**config.mk**
```make
export PLATFORM = sky130hd
export DESIGN_NAME = mem_turnaround_guard
export DESIGN_NICKNAME = d
export VERILOG_FILES = /design/src/rtl/tat_pkg.sv /design/src/rtl/tat_cfg_regs.sv /design/src/rtl/tat_gap_calc.sv /design/src/rtl/tat_dir_fsm.sv /design/src/rtl/tat_beat_counter.sv /design/src/rtl/mem_turnaround_guard.sv
export SDC_FILE = /design/constraint.sdc
export NUM_CORES = 1
export LEC_CHECK = 0
export ABC_AREA = 0
export BUFFER_PORTS_ARGS = -buffer_cell sky130_fd_sc_hd__buf_4
export CAP_MARGIN = 20
export CORE_MARGIN = 2
export CORE_UTILIZATION = 50
export CTS_CLUSTER_SIZE = 8
export DETAILED_ROUTE_END_ITERATION = 12
export PLACE_DENSITY_LB_ADDON = 0.05
export SETUP_SLACK_MARGIN = 0.4
export SLEW_MARGIN = 20
export SYNTH_ARGS = -nofsm -noshare
export SYNTH_HDL_FRONTEND = slang
export SYNTH_SLANG_ARGS = --single-unit
```
**constraint.sdc**
```tcl
create_clock -name clk -period 3.55 [get_ports clk]
set_input_delay 0.1775 -clock clk [delete_from_list [all_inputs] [get_ports clk]]
set_output_delay 0.1775 -clock clk [all_outputs]
set_load 0.01 [all_outputs]
```
**src/rtl/tat_pkg.sv**
```systemverilog
package tat_pkg;

    typedef enum logic [2:0] {
        ST_IDLE     = 3'd0,
        ST_RD_OPEN  = 3'd1,
        ST_WR_OPEN  = 3'd2,
        ST_RD_TO_WR = 3'd3,
        ST_WR_TO_RD = 3'd4
    } bus_state_e;

    localparam logic DIR_READ  = 1'b0;
    localparam logic DIR_WRITE = 1'b1;

endpackage

```
**src/rtl/tat_cfg_regs.sv**
```systemverilog
module tat_cfg_regs #(
    parameter int CL_W    = 5,
    parameter int WL_W    = 4,
    parameter int W2R_W   = 5,
    parameter int RST_CL  = 12,
    parameter int RST_WL  = 5,
    parameter int RST_W2R = 7
) (
    input  logic             clk,
    input  logic             rst_n,
    input  logic             wr_en,
    input  logic             busy,
    input  logic [CL_W-1:0]  cl_in,
    input  logic [WL_W-1:0]  wl_in,
    input  logic [W2R_W-1:0] w2r_in,
    output logic [CL_W-1:0]  cl_q,
    output logic [WL_W-1:0]  wl_q,
    output logic [W2R_W-1:0] w2r_q
);

    // A write is accepted only when no countdown depends on the current values.
    logic accept;

    always_comb begin
        accept = wr_en && !busy;
    end

    always_ff @(posedge clk or negedge rst_n) begin
        if (!rst_n) begin
            cl_q  <= CL_W'(RST_CL);
            wl_q  <= WL_W'(RST_WL);
            w2r_q <= W2R_W'(RST_W2R);
        end else if (accept) begin
            cl_q  <= cl_in;
            wl_q  <= wl_in;
            w2r_q <= w2r_in;
        end
    end

endmodule

```
**src/rtl/tat_gap_calc.sv**
```systemverilog
module tat_gap_calc #(
    parameter int CL_W      = 5,
    parameter int WL_W      = 4,
    parameter int W2R_W     = 5,
    parameter int BURST_LEN = 8,
    parameter int GAP_W     = 6
) (
    input  logic [CL_W-1:0]  cl,
    input  logic [WL_W-1:0]  wl,
    input  logic [W2R_W-1:0] w2r,
    output logic [GAP_W-1:0] r2w_gap,
    output logic [GAP_W-1:0] w2r_gap
);

    // Fixed part of the read-to-write gap: burst term plus bus settle.
    localparam int FIXED_TERM = BURST_LEN / 4 + 2;
    localparam int BASE_W     = (GAP_W > WL_W) ? GAP_W : WL_W;
    localparam int SUM_W      = BASE_W + 1;

    logic [SUM_W-1:0] lead;
    logic [SUM_W-1:0] lag;
    logic [SUM_W-1:0] diff;

    always_comb begin
        lead = SUM_W'(cl) + SUM_W'(FIXED_TERM);
        lag  = SUM_W'(wl);
        diff = lead - lag;
        // A result of zero or below becomes a single clock.
        if (lead > lag) begin
            r2w_gap = GAP_W'(diff);
        end else begin
            r2w_gap = GAP_W'(1);
        end
    end

    always_comb begin
        if (w2r == '0) begin
            w2r_gap = GAP_W'(1);
        end else begin
            w2r_gap = GAP_W'(w2r);
        end
    end

endmodule

```
**src/rtl/tat_dir_fsm.sv**
```systemverilog
module tat_dir_fsm
    import tat_pkg::*;
#(
    parameter int GAP_W = 6
) (
    input  logic             clk,
    input  logic             rst_n,
    input  logic             req_valid,
    input  logic             req_dir,
    input  logic [GAP_W-1:0] r2w_gap,
    input  logic [GAP_W-1:0] w2r_gap,
    output logic             grant,
    output logic             stall,
    output logic             busy
);

    bus_state_e       state_q, state_n;
    logic [GAP_W-1:0] cnt_q, cnt_n;
    logic             cnt_zero;
    logic             want_rd;
    logic             want_wr;

    always_comb begin
        cnt_zero = (cnt_q == '0);
        want_rd  = req_valid && (req_dir == DIR_READ);
        want_wr  = req_valid && (req_dir == DIR_WRITE);
    end

    // State register
    always_ff @(posedge clk or negedge rst_n) begin
        if (!rst_n) begin
            state_q <= ST_IDLE;
            cnt_q   <= '0;
        end else begin
            state_q <= state_n;
            cnt_q   <= cnt_n;
        end
    end

    // Next state and countdown
    always_comb begin
        state_n = state_q;
        cnt_n   = cnt_q;
        unique case (state_q)
            ST_IDLE: begin
                if (want_rd) begin
                    state_n = ST_RD_OPEN;
                end else if (want_wr) begin
                    state_n = ST_WR_OPEN;
                end
            end
            ST_RD_OPEN: begin
                if (want_wr) begin
                    state_n = ST_RD_TO_WR;
                    cnt_n   = GAP_W'(r2w_gap - 1'b1);
                end
            end
            ST_WR_OPEN: begin
                if (want_rd) begin
                    state_n = ST_WR_TO_RD;
                    cnt_n   = GAP_W'(w2r_gap - 1'b1);
                end
            end
            ST_RD_TO_WR: begin
                if (!cnt_zero) begin
                    cnt_n = GAP_W'(cnt_q - 1'b1);
                end
                if (want_rd) begin
                    state_n = ST_RD_OPEN;
                end else if (want_wr && cnt_zero) begin
                    state_n = ST_WR_OPEN;
                end
            end
            ST_WR_TO_RD: begin
                if (!cnt_zero) begin
                    cnt_n = GAP_W'(cnt_q - 1'b1);
                end
                if (want_wr) begin
                    state_n = ST_WR_OPEN;
                end else if (want_rd && cnt_zero) begin
                    state_n = ST_RD_OPEN;
                end
            end
            default: begin
                state_n = ST_IDLE;
                cnt_n   = '0;
            end
        endcase
    end

    // Outputs
    always_comb begin
        grant = 1'b0;
        busy  = 1'b0;
        unique case (state_q)
            ST_IDLE:     grant = req_valid;
            ST_RD_OPEN:  grant = want_rd;
            ST_WR_OPEN:  grant = want_wr;
            ST_RD_TO_WR: begin
                grant = want_rd || (want_wr && cnt_zero);
                busy  = !cnt_zero;
            end
            ST_WR_TO_RD: begin
                grant = want_wr || (want_rd && cnt_zero);
                busy  = !cnt_zero;
            end
            default:     grant = 1'b0;
        endcase
        stall = req_valid && !grant;
    end

endmodule

```
**src/rtl/tat_beat_counter.sv**
```systemverilog
module tat_beat_counter #(
    parameter int LOST_W = 16,
    parameter int BEATS  = 4
) (
    input  logic              clk,
    input  logic              rst_n,
    input  logic              stall,
    output logic [LOST_W-1:0] lost_beats
);

    always_ff @(posedge clk or negedge rst_n) begin
        if (!rst_n) begin
            lost_beats <= '0;
        end else if (stall) begin
            lost_beats <= lost_beats + LOST_W'(BEATS);
        end
    end

endmodule

```
**src/rtl/mem_turnaround_guard.sv**
```systemverilog
module mem_turnaround_guard #(
    parameter int CL_W           = 5,
    parameter int WL_W           = 4,
    parameter int W2R_W          = 5,
    parameter int BURST_LEN      = 8,
    parameter int DATA_CLK_RATIO = 2,
    parameter int LOST_W         = 16,
    parameter int RST_CL         = 12,
    parameter int RST_WL         = 5,
    parameter int RST_W2R        = 7
) (
    input  logic              clk,
    input  logic              rst_n,
    input  logic              req_valid,
    input  logic              req_dir,
    input  logic              cfg_we,
    input  logic [CL_W-1:0]   cfg_cas_lat,
    input  logic [WL_W-1:0]   cfg_wr_lat,
    input  logic [W2R_W-1:0]  cfg_w2r_gap,
    output logic              grant,
    output logic              stall,
    output logic [LOST_W-1:0] lost_beats
);

    // Beats lost per stalled command clock: double-rate clock, both edges.
    localparam int BEATS_PER_CLK = DATA_CLK_RATIO * 2;
    localparam int R2W_MAX       = (1 << CL_W) - 1 + BURST_LEN / 4 + 2;
    localparam int W2R_MAX       = (1 << W2R_W) - 1;
    localparam int GAP_MAX       = (R2W_MAX > W2R_MAX) ? R2W_MAX : W2R_MAX;
    localparam int GAP_W         = $clog2(GAP_MAX + 1);

    logic [CL_W-1:0]  cl_q;
    logic [WL_W-1:0]  wl_q;
    logic [W2R_W-1:0] w2r_q;
    logic [GAP_W-1:0] r2w_gap;
    logic [GAP_W-1:0] w2r_gap;
    logic             busy;

    tat_cfg_regs #(
        .CL_W   (CL_W),
        .WL_W   (WL_W),
        .W2R_W  (W2R_W),
        .RST_CL (RST_CL),
        .RST_WL (RST_WL),
        .RST_W2R(RST_W2R)
    ) u_cfg (
        .clk   (clk),
        .rst_n (rst_n),
        .wr_en (cfg_we),
        .busy  (busy),
        .cl_in (cfg_cas_lat),
        .wl_in (cfg_wr_lat),
        .w2r_in(cfg_w2r_gap),
        .cl_q  (cl_q),
        .wl_q  (wl_q),
        .w2r_q (w2r_q)
    );

    tat_gap_calc #(
        .CL_W     (CL_W),
        .WL_W     (WL_W),
        .W2R_W    (W2R_W),
        .BURST_LEN(BURST_LEN),
        .GAP_W    (GAP_W)
    ) u_gap (
        .cl     (cl_q),
        .wl     (wl_q),
        .w2r    (w2r_q),
        .r2w_gap(r2w_gap),
        .w2r_gap(w2r_gap)
    );

    tat_dir_fsm #(
        .GAP_W(GAP_W)
    ) u_fsm (
        .clk      (clk),
        .rst_n    (rst_n),
        .req_valid(req_valid),
        .req_dir  (req_dir),
        .r2w_gap  (r2w_gap),
        .w2r_gap  (w2r_gap),
        .grant    (grant),
        .stall    (stall),
        .busy     (busy)
    );

    tat_beat_counter #(
        .LOST_W(LOST_W),
        .BEATS (BEATS_PER_CLK)
    ) u_beats (
        .clk       (clk),
        .rst_n     (rst_n),
        .stall     (stall),
        .lost_beats(lost_beats)
    );

endmodule

```
==> flow_results.xml, run 1 <==
<?xml version="1.0" encoding="UTF-8"?>
<metrics>
  <group name="route">
    <metric name="drtIter0Drc" unit="">128</metric>
    <metric name="drt_first_pass_iters" unit="">4</metric>
    <metric name="viasPerCell" unit="">5.766</metric>
    <metric name="ant_nets" unit="">0</metric>
    <metric name="wire_per_inst" unit="um">14.71</metric>
    <metric name="route.detailed.drc" unit="">0</metric>
    <metric name="detail_route.wirelength" unit="um">4707</metric>
    <metric name="routed-via-count" unit="">1845</metric>
  </group>
  <group name="synth">
    <metric name="synth_edf_count" unit="">0</metric>
    <metric name="synth.yosys.seq_area_share" unit="">0.4107</metric>
    <metric name="ys_async_sr_fraction" unit="">1.000</metric>
    <metric name="synth_warnings" unit="">0</metric>
    <metric name="postSynthAreaPerCell" unit="um2">9.810</metric>
    <metric name="synth_ff_type" unit="">dfrtp_1</metric>
    <metric name="postSynthCellCount" unit="">232</metric>
    <metric name="count_of_state_elements_after_synthesis" unit="">37</metric>
    <metric name="synth_area" unit="um2">2276</metric>
    <metric name="synth_cell_types" unit="">55</metric>
  </group>
  <group name="sta">
    <metric name="fin_skew" unit="ns">0.01010</metric>
    <metric name="period_minus_slack" unit="ns">2.696</metric>
    <metric name="maxSlewViolCount" unit="">0</metric>
    <metric name="max_slew.worst_pin.slew" unit="ns">0.7807</metric>
    <metric name="hold_slack" unit="ns">0.08922</metric>
    <metric name="max_frequency" unit="MHz">371.0</metric>
    <metric name="setup-violations-final" unit="">0</metric>
    <metric name="unrepaired_setup_endpoints_after_global_routing" unit="">no</metric>
    <metric name="hold_viol_final" unit="">0</metric>
    <metric name="slew_headroom" unit="">0.4727</metric>
    <metric name="crit_share_post_route" unit="">0.7593</metric>
    <metric name="setup-tns-final" unit="ns">0</metric>
  </group>
  <group name="grt">
    <metric name="groute.usage.overall" unit="">0.1946</metric>
    <metric name="antenna_violations_before_repair" unit="">0</metric>
    <metric name="grt_pass1_wl" unit="um">7790</metric>
    <metric name="global_route.overflow_total" unit="">0</metric>
    <metric name="maximum_number_of_pins_on_one_net_before_global_route_repair" unit="">38</metric>
    <metric name="vias_in_the_first_global_route" unit="">1637</metric>
  </group>
  <group name="place">
    <metric name="numPortBuffers" unit="">34</metric>
    <metric name="global_placement_routability_congestion" unit="">0.8312</metric>
    <metric name="place.detailed.hpwl" unit="um">3387</metric>
  </group>
  <group name="clock_tree">
    <metric name="ctsResizeCount" unit="">0</metric>
    <metric name="tritoncts" unit="">built</metric>
    <metric name="cts_post_setup_buffers_inserted" unit="">0</metric>
    <metric name="clock-root-buffer" unit="">clkbuf_8</metric>
    <metric name="worst_setup_hold_path_clk_slew" unit="ns">0.08</metric>
    <metric name="clkSinkCount" unit="">37</metric>
    <metric name="cts-htree-levels" unit="">2</metric>
    <metric name="cts_buffer_depth" unit="">2</metric>
    <metric name="hold_buffers" unit="">1</metric>
    <metric name="clock_latency" unit="ns">0.29</metric>
    <metric name="numCtsBuffers" unit="">5</metric>
  </group>
  <group name="setup_path">
    <metric name="timing.critical_path.fanout_max" unit="">6</metric>
    <metric name="worstSetupStartpointType" unit="">register</metric>
    <metric name="crit_arrival" unit="ns">2.92</metric>
    <metric name="worst_path_max_stage_delay" unit="ns">0.56</metric>
    <metric name="timing.critical_path.required" unit="ns">3.77</metric>
    <metric name="family_of_cells_with_the_greatest_summed_delay_on_the_critical_path" unit="">compound AO/OA/AOI/OAI gates</metric>
    <metric name="critical_path.cell_chain" unit="">ha_1 &gt; ha_1 &gt; o21a_1 &gt; o31a_1 &gt; a221o_1 &gt; a31o_1 &gt; or4b_1 &gt; nand3_1</metric>
    <metric name="timing.critical_path.slowest_stage_cell" unit="">dfstp_2</metric>
    <metric name="cp_num_buf_inv" unit="">0</metric>
    <metric name="worstSetupPathType" unit="">register to register</metric>
    <metric name="critical_path.endpoint_type" unit="">register</metric>
    <metric name="path_common_cell" unit="">ha_1</metric>
  </group>
  <group name="floorplan">
    <metric name="die_w" unit="um">71.47</metric>
    <metric name="num_io_pins" unit="">37</metric>
    <metric name="floorplan.core_area" unit="um2">4384</metric>
    <metric name="overall_die_area" unit="um2">5107</metric>
    <metric name="die-height" unit="um">71.47</metric>
    <metric name="num_rows" unit="">24</metric>
    <metric name="start_util" unit="">0.5191</metric>
  </group>
  <group name="final_layout">
    <metric name="fin_nets" unit="">294</metric>
    <metric name="post_route_cells_drive_above_1_share" unit="">0.2537</metric>
    <metric name="final.fill_count" unit="">394</metric>
    <metric name="insertedDiodeCount" unit="">0</metric>
    <metric name="syn2layout_area_growth" unit="%">17.65</metric>
  </group>
  <group name="job">
    <metric name="max-cap-violations" unit="">0</metric>
  </group>
  <group name="power">
    <metric name="vdd_ir_drop_max" unit="mV">0.3510</metric>
    <metric name="pwr_density_cell" unit="nW/um2">704.3</metric>
    <metric name="power_leakage" unit="nW">1.203</metric>
  </group>
  <group name="hold_path">
    <metric name="hp-class" unit="">input pin to register</metric>
  </group>
  <group name="status">
    <metric name="run_status" unit="">finished clean</metric>
  </group>
</metrics>
cells in the final DEF (no fill, tap or decap), types with 2 or more instances in the layout:
cell,count
buf_4,35
dfrtp_1,30
nand2_1,19
nor2_1,15
mux2_2,15
xnor2_1,14
inv_1,12
o21ai_0,11
nand4_1,9
and3_1,8
a21oi_1,7
ha_1,7
dfstp_2,7
nand3_1,6
a31oi_1,5
mux2i_1,5
o211ai_1,5
clkbuf_8,5
o21a_1,4
xor2_1,3
nand2b_1,3
a21o_1,2
a221o_1,2
a32oi_1,2
nand3b_1,2
o311ai_0,2
conb_1,2
power by group:
group	internal, mW	total (mW)	switching (mW)	leakage, nW
Clock	0.208	0.360	0.151	0.0552
Sequential	0.539	0.681	0.142	0.459
Combinational	0.397	0.845	0.448	0.689
worst paths after layout:
check	end	from	slack, ns	cells after the start
max	u_fsm.cnt_q[3]$_DFFE_PN0P_	u_cfg.cl_q[2]$_DFFE_PN1P_	0.85	8
min	u_fsm.state_q[0]$_DFFE_PN0P_	req_dir	0.09	2
max reg2reg	u_fsm.cnt_q[3]$_DFFE_PN0P_	u_cfg.cl_q[2]$_DFFE_PN1P_	0.85	8
min reg2reg	u_beats.lost_beats[15]$_DFFE_PN0P_	u_beats.lost_beats[15]$_DFFE_PN0P_	0.47	1
max in group asynchronous	u_cfg.wl_q[0]$_DFFE_PN1P_	rst_n	2.81	2
min in group asynchronous	u_fsm.cnt_q[2]$_DFFE_PN0P_	rst_n	0.38	2
sequential cells by signal, indices dropped and copies added (netlist names):
signal,count
u_beats.lost_beats,14
u_cfg.cl_q,5
u_cfg.w2r_q,5
u_cfg.wl_q,4
u_fsm.cnt_q,6
u_fsm.state_q,3
cells in the mapped netlist, types with 2 or more instances:
library cell  count  area (um2)
buf_4             2       15.01
nand3b_1          2       15.01
mux2_2           15       168.9
a221o_1           2       20.02
mux2i_1           5       50.05
nand4_1           9       56.30
a31oi_1           5       31.28
o211ai_1          5       37.54
o311ai_0          2       17.52
dfrtp_1          30       750.7
dfstp_2           7       183.9
xor2_1            3       26.28
o21ai_0          11       55.05
buf_2             5       25.02
and3_1            8       50.05
a32oi_1           2       17.52
nand2_1          19       71.32
inv_1            12       45.04
ha_1              7       87.58
nand3_1           6       30.03
a21oi_1           7       35.03
o21a_1            4       30.03
nor2_1           15       56.30
nand2b_1          3       18.77
a21o_1            2       15.01
xnor2_1          14       122.6
clkbuf_1          2       7.510
kinds of logic (layout without fill, tap and decap cells):
| logic type | count (synthesis) | count (layout) | share of synthesized area |
|---|---|---|---|
| AOI/OAI and AO/OA | 55 | 55 | 0.1671 |
| xor gates and xnor gates | 17 | 17 | 0.06542 |
| adders and majority gates | 8 | 8 | 0.04728 |
| buffers and inverters | 21 | 56 | 0.04068 |
| DFF | 37 | 37 | 0.4107 |
| muxes | 20 | 20 | 0.09621 |
| other | 1 | 2 | 0.001648 |
| and+or+nand+nor | 73 | 73 | 0.1710 |
per-stage QoR:
step           instance area [um2]  setup slack, ns    util  total power [mW]  std cells
5_1_grt                       2678           0.7055  0.6107             2.024        320
3_3_place_gp                  2560           0.9307  0.5839             1.511        311
3_5_place_dp                  2560           0.8878  0.5839             1.522        311
4_1_cts                       2678           0.8577  0.6107             1.894        320
6_report                      2678           0.8544  0.6107             1.886        320
2_1_floorplan                 2280            1.008       -             1.296        233
per-layer routing:
layer	vias to the layer above	track usage	routed length (um)
met2	50	0.2716	2008
li1	910	-	-
met4	0	0.07547	61
met5	-	0	0
met3	9	0.03938	224
met1	876	0.2967	2413
cell type report:
type,instances,area [um2],share of cell area
clock buffer,6,72.57,0.02710
clock inverter,2,35.03,0.01308
inverter,12,45.04,0.01682
multi-input combinational,175,1252,0.4678
sequential,37,934.6,0.3491
tap,52,65.06,0.02430
timing repair buffer,36,272.8,0.1019
Note: power is estimated with default switching activity, not from simulation.
==> inputs of run 2 (changes only) <==
==> constraint.sdc (replaced) <==
create_clock -name clk -period 2.3 [get_ports clk]
set_input_delay 0.115 -clock clk [delete_from_list [all_inputs] [get_ports clk]]
set_output_delay 0.115 -clock clk [all_outputs]
set_load 0.01 [all_outputs]
==> flow_results.xml, run 2 (synthesized netlist as in run 1, its figures left out) <==
<?xml version="1.0" encoding="UTF-8"?>
<metrics>
  <group name="status">
    <metric name="run_status" unit="">finished, violations left</metric>
    <metric name="failing_checks" unit="">setup timing</metric>
  </group>
  <group name="sta">
    <metric name="setup-violations-final" unit="">5</metric>
    <metric name="crit_share_post_route" unit="">1.097</metric>
    <metric name="final_worst_slack" unit="ns">-0.2237</metric>
    <metric name="fin_skew" unit="ns">0.006312</metric>
    <metric name="hold_viol_final" unit="">0</metric>
    <metric name="maxSlewViolCount" unit="">0</metric>
    <metric name="max_frequency" unit="MHz">396.2</metric>
    <metric name="unrepaired_setup_endpoints_after_global_routing" unit="">yes</metric>
    <metric name="setup-tns-final" unit="ns">-0.8578</metric>
    <metric name="period_minus_slack" unit="ns">2.524</metric>
  </group>
  <group name="clock_tree">
    <metric name="tritoncts" unit="">built</metric>
    <metric name="clock_latency" unit="ns">0.29</metric>
    <metric name="clkSinkCount" unit="">37</metric>
    <metric name="cts-htree-levels" unit="">2</metric>
    <metric name="clock-root-buffer" unit="">clkbuf_8</metric>
    <metric name="numCtsBuffers" unit="">5</metric>
    <metric name="cts_buffer_depth" unit="">2</metric>
    <metric name="worst_setup_hold_path_clk_slew" unit="ns">0.08</metric>
  </group>
  <group name="setup_path">
    <metric name="worstSetupPathType" unit="">register to register</metric>
    <metric name="timing.critical_path.required" unit="ns">2.53</metric>
    <metric name="critical_path.endpoint_type" unit="">register</metric>
    <metric name="end_of_the_critical_path" unit="">u_fsm.cnt_q[3]$_DFFE_PN0P_</metric>
    <metric name="r2r.worst_path.cells" unit="">8</metric>
    <metric name="crit_arrival" unit="ns">2.75</metric>
    <metric name="worstSetupStartpointType" unit="">register</metric>
    <metric name="crit-reg2reg-launch" unit="">u_cfg.cl_q[2]$_DFFE_PN1P_</metric>
    <metric name="r2r_end" unit="">u_fsm.cnt_q[3]$_DFFE_PN0P_</metric>
    <metric name="timing.reg2reg.setup_slack" unit="ns">-0.22</metric>
    <metric name="timing.critical_path.fanout_max" unit="">5</metric>
    <metric name="critPathLaunch" unit="">u_cfg.cl_q[2]$_DFFE_PN1P_</metric>
  </group>
  <group name="place">
    <metric name="postPlaceCellArea" unit="um2">2820</metric>
    <metric name="post-place-ws" unit="ns">-0.2287</metric>
    <metric name="numPortBuffers" unit="">34</metric>
    <metric name="place.detailed.hpwl" unit="um">3857</metric>
    <metric name="global_placement_routability_congestion" unit="">0.9077</metric>
  </group>
  <group name="final_layout">
    <metric name="post_route_cells_drive_above_1_share" unit="">0.4046</metric>
    <metric name="insertedDiodeCount" unit="">0</metric>
    <metric name="final_common_cell" unit="">buf_4</metric>
    <metric name="final_util" unit="">0.7015</metric>
    <metric name="max_flop_register" unit="">u_beats.lost_beats</metric>
    <metric name="fin_nets" unit="">330</metric>
    <metric name="post-route-cell-area" unit="um2">3075</metric>
    <metric name="syn2layout_area_growth" unit="%">35.13</metric>
    <metric name="final_cell_mix" unit="">buf_4 (69), dfrtp_1 (28), nand2_1 (19), mux2_2 (15), xnor2_1 (14)</metric>
    <metric name="final.fill_count" unit="">348</metric>
    <metric name="layout_top_registers" unit="">u_beats.lost_beats: 14 flops, u_fsm.cnt_q: 6 flops</metric>
    <metric name="largest_register_ff_count" unit="">14</metric>
  </group>
  <group name="grt">
    <metric name="vias_in_the_first_global_route" unit="">1886</metric>
    <metric name="grt_pass1_wl" unit="um">8838</metric>
    <metric name="global_route.overflow_total" unit="">0</metric>
    <metric name="groute.usage.overall" unit="">0.2208</metric>
    <metric name="maximum_number_of_pins_on_one_net_before_global_route_repair" unit="">38</metric>
    <metric name="antenna_violations_before_repair" unit="">0</metric>
  </group>
  <group name="power">
    <metric name="power_leakage" unit="nW">1.391</metric>
    <metric name="pwr_density_cell" unit="nW/um2">1131</metric>
    <metric name="vdd_ir_drop_max" unit="mV">0.6744</metric>
  </group>
  <group name="floorplan">
    <metric name="die_w" unit="um">71.47</metric>
    <metric name="die-height" unit="um">71.47</metric>
    <metric name="num_rows" unit="">24</metric>
    <metric name="floorplan.core_area" unit="um2">4384</metric>
    <metric name="start_util" unit="">0.5191</metric>
    <metric name="num_io_pins" unit="">37</metric>
    <metric name="overall_die_area" unit="um2">5107</metric>
  </group>
  <group name="route">
    <metric name="ant_nets" unit="">0</metric>
    <metric name="drtIter0Drc" unit="">104</metric>
    <metric name="viasPerCell" unit="">5.539</metric>
    <metric name="drt-met1-wl" unit="um">2666</metric>
    <metric name="met3_wirelength" unit="um">170</metric>
    <metric name="detailroute.wirelength.met2" unit="um">2477</metric>
    <metric name="route.detailed.drc" unit="">0</metric>
    <metric name="routed-via-count" unit="">1972</metric>
    <metric name="wire_per_inst" unit="um">15.17</metric>
    <metric name="drt_first_pass_iters" unit="">4</metric>
    <metric name="detail_route.wirelength" unit="um">5401</metric>
    <metric name="maxUsedRoutingLayer" unit="">met4</metric>
  </group>
  <group name="job">
    <metric name="max-cap-violations" unit="">0</metric>
  </group>
  <group name="hold_path">
    <metric name="hp-class" unit="">input pin to register</metric>
  </group>
</metrics>
-- run 2: report_power, final --
group / internal (mW) / switching [mW]
combinational: 0.983 / 0.893
clock: 0.325 / 0.252
sequential: 0.835 / 0.192
total: 2.14 / 1.34
-- run 2: per-stage QoR --
step,instances,total power [mW],hold WS (ns)
after floorplan,233,2.055,-0.1806
after global placement,339,2.682,0.1064
after detailed placement,339,2.704,0.1088
after CTS,354,3.405,0.01441
after global routing,356,3.744,0.01254
final,356,3.479,0.02540
-- run 2: cell type report --
class | count | area [um2] | share of cell area
inverter | 12 | 45.04 | 0.01465
sequential | 37 | 937.1 | 0.3047
timing repair buffer | 72 | 559.3 | 0.1819
multi-input combinational | 175 | 1354 | 0.4402
tap | 52 | 65.06 | 0.02116
clock buffer | 5 | 68.82 | 0.02238
clock inverter | 3 | 46.29 | 0.01505
-- run 2: critical path, cell delays in order, from the launching register on --
cell	delay, ns
dfstp_2	0.58
ha_4	0.21
ha_4	0.22
o21a_1	0.11
o31a_1	0.13
a221o_1	0.39
a31o_1	0.26
or4b_1	0.49
nand3_1	0.08
-- run 2: worst min path at each step --
stage	start	cells after the start	endpoint	slack, ns
floorplan	rst_n	0	u_beats.lost_beats[10]$_DFFE_PN0P_	-0.18
global placement	rst_n	1	u_fsm.cnt_q[4]$_DFFE_PN0P_	0.11
detailed placement	rst_n	1	u_fsm.cnt_q[4]$_DFFE_PN0P_	0.11
CTS	req_dir	2	u_fsm.state_q[0]$_DFFE_PN0P_	0.01
global route	req_dir	2	u_fsm.state_q[0]$_DFFE_PN0P_	0.01
finish	req_dir	2	u_fsm.state_q[0]$_DFFE_PN0P_	0.03
-- run 2: timing repair --
action,4_1_cts,5_1_grt
endpoints found under the setup margin,8,19
setup buffers,6,2
pin swaps,10,5
hold buffers,1,0
gates resized for setup,14,10
hold endpoints to repair,30,0
-- run 2: layer usage --
| layer | track usage | up-vias |
|---|---|---|
| li1 | - | 993 |
| met1 | 0.3240 | 934 |
| met2 | 0.3272 | 38 |
| met3 | 0.04641 | 7 |
| met4 | 0.07128 | 0 |
| met5 | 0 | - |
==> inputs of run 3 (changes only) <==
==> constraint.sdc (replaced) <==
create_clock -name clk -period 3.05 [get_ports clk]
set_input_delay 0.1525 -clock clk [delete_from_list [all_inputs] [get_ports clk]]
set_output_delay 0.1525 -clock clk [all_outputs]
set_load 0.01 [all_outputs]
==> flow_results.xml, run 3 (synthesized netlist as in run 1, its figures left out) <==
<?xml version="1.0" encoding="UTF-8"?>
<metrics>
  <group name="status">
    <metric name="run_status" unit="">finished clean</metric>
  </group>
  <group name="clock_tree">
    <metric name="clock_latency" unit="ns">0.29</metric>
    <metric name="numCtsBuffers" unit="">5</metric>
    <metric name="cts-htree-levels" unit="">2</metric>
    <metric name="worst_setup_hold_path_clk_slew" unit="ns">0.08</metric>
    <metric name="clkSinkCount" unit="">37</metric>
    <metric name="clock-root-buffer" unit="">clkbuf_8</metric>
    <metric name="tritoncts" unit="">built</metric>
    <metric name="cts_buffer_depth" unit="">2</metric>
  </group>
  <group name="sta">
    <metric name="max_slew.worst_pin.slew" unit="ns">0.7518</metric>
    <metric name="crit_share_post_route" unit="">0.8403</metric>
    <metric name="setup-violations-final" unit="">0</metric>
    <metric name="unrepaired_setup_endpoints_after_global_routing" unit="">no</metric>
    <metric name="setup-tns-final" unit="ns">0</metric>
    <metric name="max_frequency" unit="MHz">390.2</metric>
    <metric name="period_minus_slack" unit="ns">2.563</metric>
    <metric name="slew_headroom" unit="">0.4988</metric>
    <metric name="hold_viol_final" unit="">0</metric>
    <metric name="fin_skew" unit="ns">0.006562</metric>
    <metric name="maxSlewViolCount" unit="">0</metric>
  </group>
  <group name="floorplan">
    <metric name="die_w" unit="um">71.47</metric>
    <metric name="num_io_pins" unit="">37</metric>
    <metric name="overall_die_area" unit="um2">5107</metric>
    <metric name="die-height" unit="um">71.47</metric>
    <metric name="num_rows" unit="">24</metric>
    <metric name="start_util" unit="">0.5191</metric>
    <metric name="floorplan.core_area" unit="um2">4384</metric>
  </group>
  <group name="setup_path">
    <metric name="timing.critical_path.fanout_max" unit="">6</metric>
    <metric name="crit_arrival" unit="ns">2.79</metric>
    <metric name="timing.reg2reg.setup_slack" unit="ns">0.49</metric>
    <metric name="r2r.worst_path.cells" unit="">7</metric>
    <metric name="worstSetupStartpointType" unit="">register</metric>
    <metric name="critical_path.endpoint_type" unit="">register</metric>
    <metric name="timing.critical_path.required" unit="ns">3.28</metric>
    <metric name="r2r_end" unit="">u_fsm.cnt_q[3]$_DFFE_PN0P_</metric>
    <metric name="critPathLaunch" unit="">u_cfg.cl_q[2]$_DFFE_PN1P_</metric>
    <metric name="end_of_the_critical_path" unit="">u_fsm.cnt_q[3]$_DFFE_PN0P_</metric>
    <metric name="worstSetupPathType" unit="">register to register</metric>
    <metric name="crit-reg2reg-launch" unit="">u_cfg.cl_q[2]$_DFFE_PN1P_</metric>
  </group>
  <group name="grt">
    <metric name="maximum_number_of_pins_on_one_net_before_global_route_repair" unit="">38</metric>
    <metric name="vias_in_the_first_global_route" unit="">1674</metric>
    <metric name="antenna_violations_before_repair" unit="">0</metric>
    <metric name="global_route.overflow_total" unit="">0</metric>
    <metric name="grt_pass1_wl" unit="um">7935</metric>
    <metric name="groute.usage.overall" unit="">0.1976</metric>
  </group>
  <group name="route">
    <metric name="routed-via-count" unit="">1851</metric>
    <metric name="drtIter0Drc" unit="">141</metric>
    <metric name="viasPerCell" unit="">5.731</metric>
    <metric name="ant_nets" unit="">0</metric>
    <metric name="route.detailed.drc" unit="">0</metric>
    <metric name="detail_route.wirelength" unit="um">4894</metric>
    <metric name="wire_per_inst" unit="um">15.15</metric>
    <metric name="drt_first_pass_iters" unit="">4</metric>
  </group>
  <group name="hold_path">
    <metric name="hp-class" unit="">input pin to register</metric>
    <metric name="hold_start" unit="">req_dir</metric>
  </group>
  <group name="place">
    <metric name="global_placement_routability_congestion" unit="">0.8311</metric>
    <metric name="place.detailed.hpwl" unit="um">3376</metric>
    <metric name="numPortBuffers" unit="">34</metric>
  </group>
  <group name="final_layout">
    <metric name="syn2layout_area_growth" unit="%">21.00</metric>
    <metric name="largest_register_ff_count" unit="">14</metric>
    <metric name="max_flop_register" unit="">u_beats.lost_beats</metric>
    <metric name="final_common_cell" unit="">buf_4</metric>
    <metric name="fin_nets" unit="">297</metric>
    <metric name="post_route_cells_drive_above_1_share" unit="">0.2878</metric>
    <metric name="layout_top_registers" unit="">u_beats.lost_beats: 14 flops, u_fsm.cnt_q: 6 flops</metric>
    <metric name="final_util" unit="">0.6281</metric>
    <metric name="insertedDiodeCount" unit="">0</metric>
    <metric name="final_cell_mix" unit="">buf_4 (38), dfrtp_1 (30), nand2_1 (19), nor2_1 (15), mux2_2 (15)</metric>
  </group>
  <group name="power">
    <metric name="power_leakage" unit="nW">1.228</metric>
    <metric name="pwr_density_cell" unit="nW/um2">841.9</metric>
    <metric name="vdd_ir_drop_max" unit="mV">0.4402</metric>
    <metric name="fin_total_pwr" unit="mW">2.319</metric>
  </group>
  <group name="job">
    <metric name="max-cap-violations" unit="">0</metric>
  </group>
</metrics>
## run 3: cell count changes in the layout (fill, tap and decap cells not counted), moves of 2 or more
| cell | before | now |
|---|---|---|
| dfrtp_2 | 2 | 0 |
| o21ai_0 | 6 | 10 |
| buf_4 | 69 | 38 |
| nor2_1 | 11 | 15 |
| o21ai_2 | 3 | 0 |
| o311ai_0 | 0 | 2 |
| nor2_2 | 3 | 0 |
| dfrtp_1 | 28 | 30 |
## run 3: layout make-up
cell class / count / area, um2
clock buffer: 6 / 72.57
fill: 390 / 1630
sequential: 37 / 934.6
multi-input combinational: 175 / 1306
timing repair buffer: 39 / 295.3
tap: 52 / 65.06
clock inverter: 2 / 35.03
inverter: 12 / 45.04
## run 3: worst min path at each step
stage,slack [ns],cells past startpoint,endpoint
2_1_floorplan,-0.14,0,u_beats.lost_beats[10]$_DFFE_PN0P_
3_3_place_gp,0.15,1,u_fsm.cnt_q[2]$_DFFE_PN0P_
3_5_place_dp,0.15,1,u_fsm.state_q[1]$_DFFE_PN0P_
4_1_cts,0.06,2,u_fsm.state_q[0]$_DFFE_PN0P_
5_1_grt,0.07,2,u_fsm.state_q[0]$_DFFE_PN0P_
6_report,0.06,2,u_fsm.state_q[0]$_DFFE_PN0P_
## run 3: stage by stage
stage | std cells | worst slack [ns] | cell area (um2) | hold slack [ns]
2_1_floorplan | 233 | 0.5082 | 2280 | -0.1431
3_3_place_gp | 311 | 0.4307 | 2560 | 0.1505
3_5_place_dp | 311 | 0.3923 | 2560 | 0.1498
4_1_cts | 321 | 0.4341 | 2698 | 0.06259
5_1_grt | 323 | 0.4021 | 2754 | 0.07438
6_report | 323 | 0.4870 | 2754 | 0.06497
## run 3: critical path: stages (launching register included)
cell	delay [ns]
dfstp_2	0.58
ha_4	0.22
ha_4	0.28
nand4_1	0.11
a221o_1	0.43
a31o_4	0.29
or4b_1	0.51
nand3_1	0.09
## run 3: power breakdown
group | leakage, nW | internal, mW | switching [mW]
clock network | 0.0552 | 0.243 | 0.180
logic | 0.714 | 0.538 | 0.560
registers | 0.459 | 0.627 | 0.170
## run 3: repair_timing
item | CTS | global route
endpoints found under the hold margin | 30 | 0
pin swaps | 1 | 4
gates resized for setup | 1 | 7
buffers inserted | 1 | 2
setup endpoints to repair | 3 | 5
hold buffers | 1 | 0
## run 3: layer usage
metal,track usage,vias up,share of wire
met3,0.04219,7,0.061
met4,0.06918,0,0.016
li1,-,923,-
met5,0,-,0
met2,0.2850,75,0.43
met1,0.2947,846,0.49
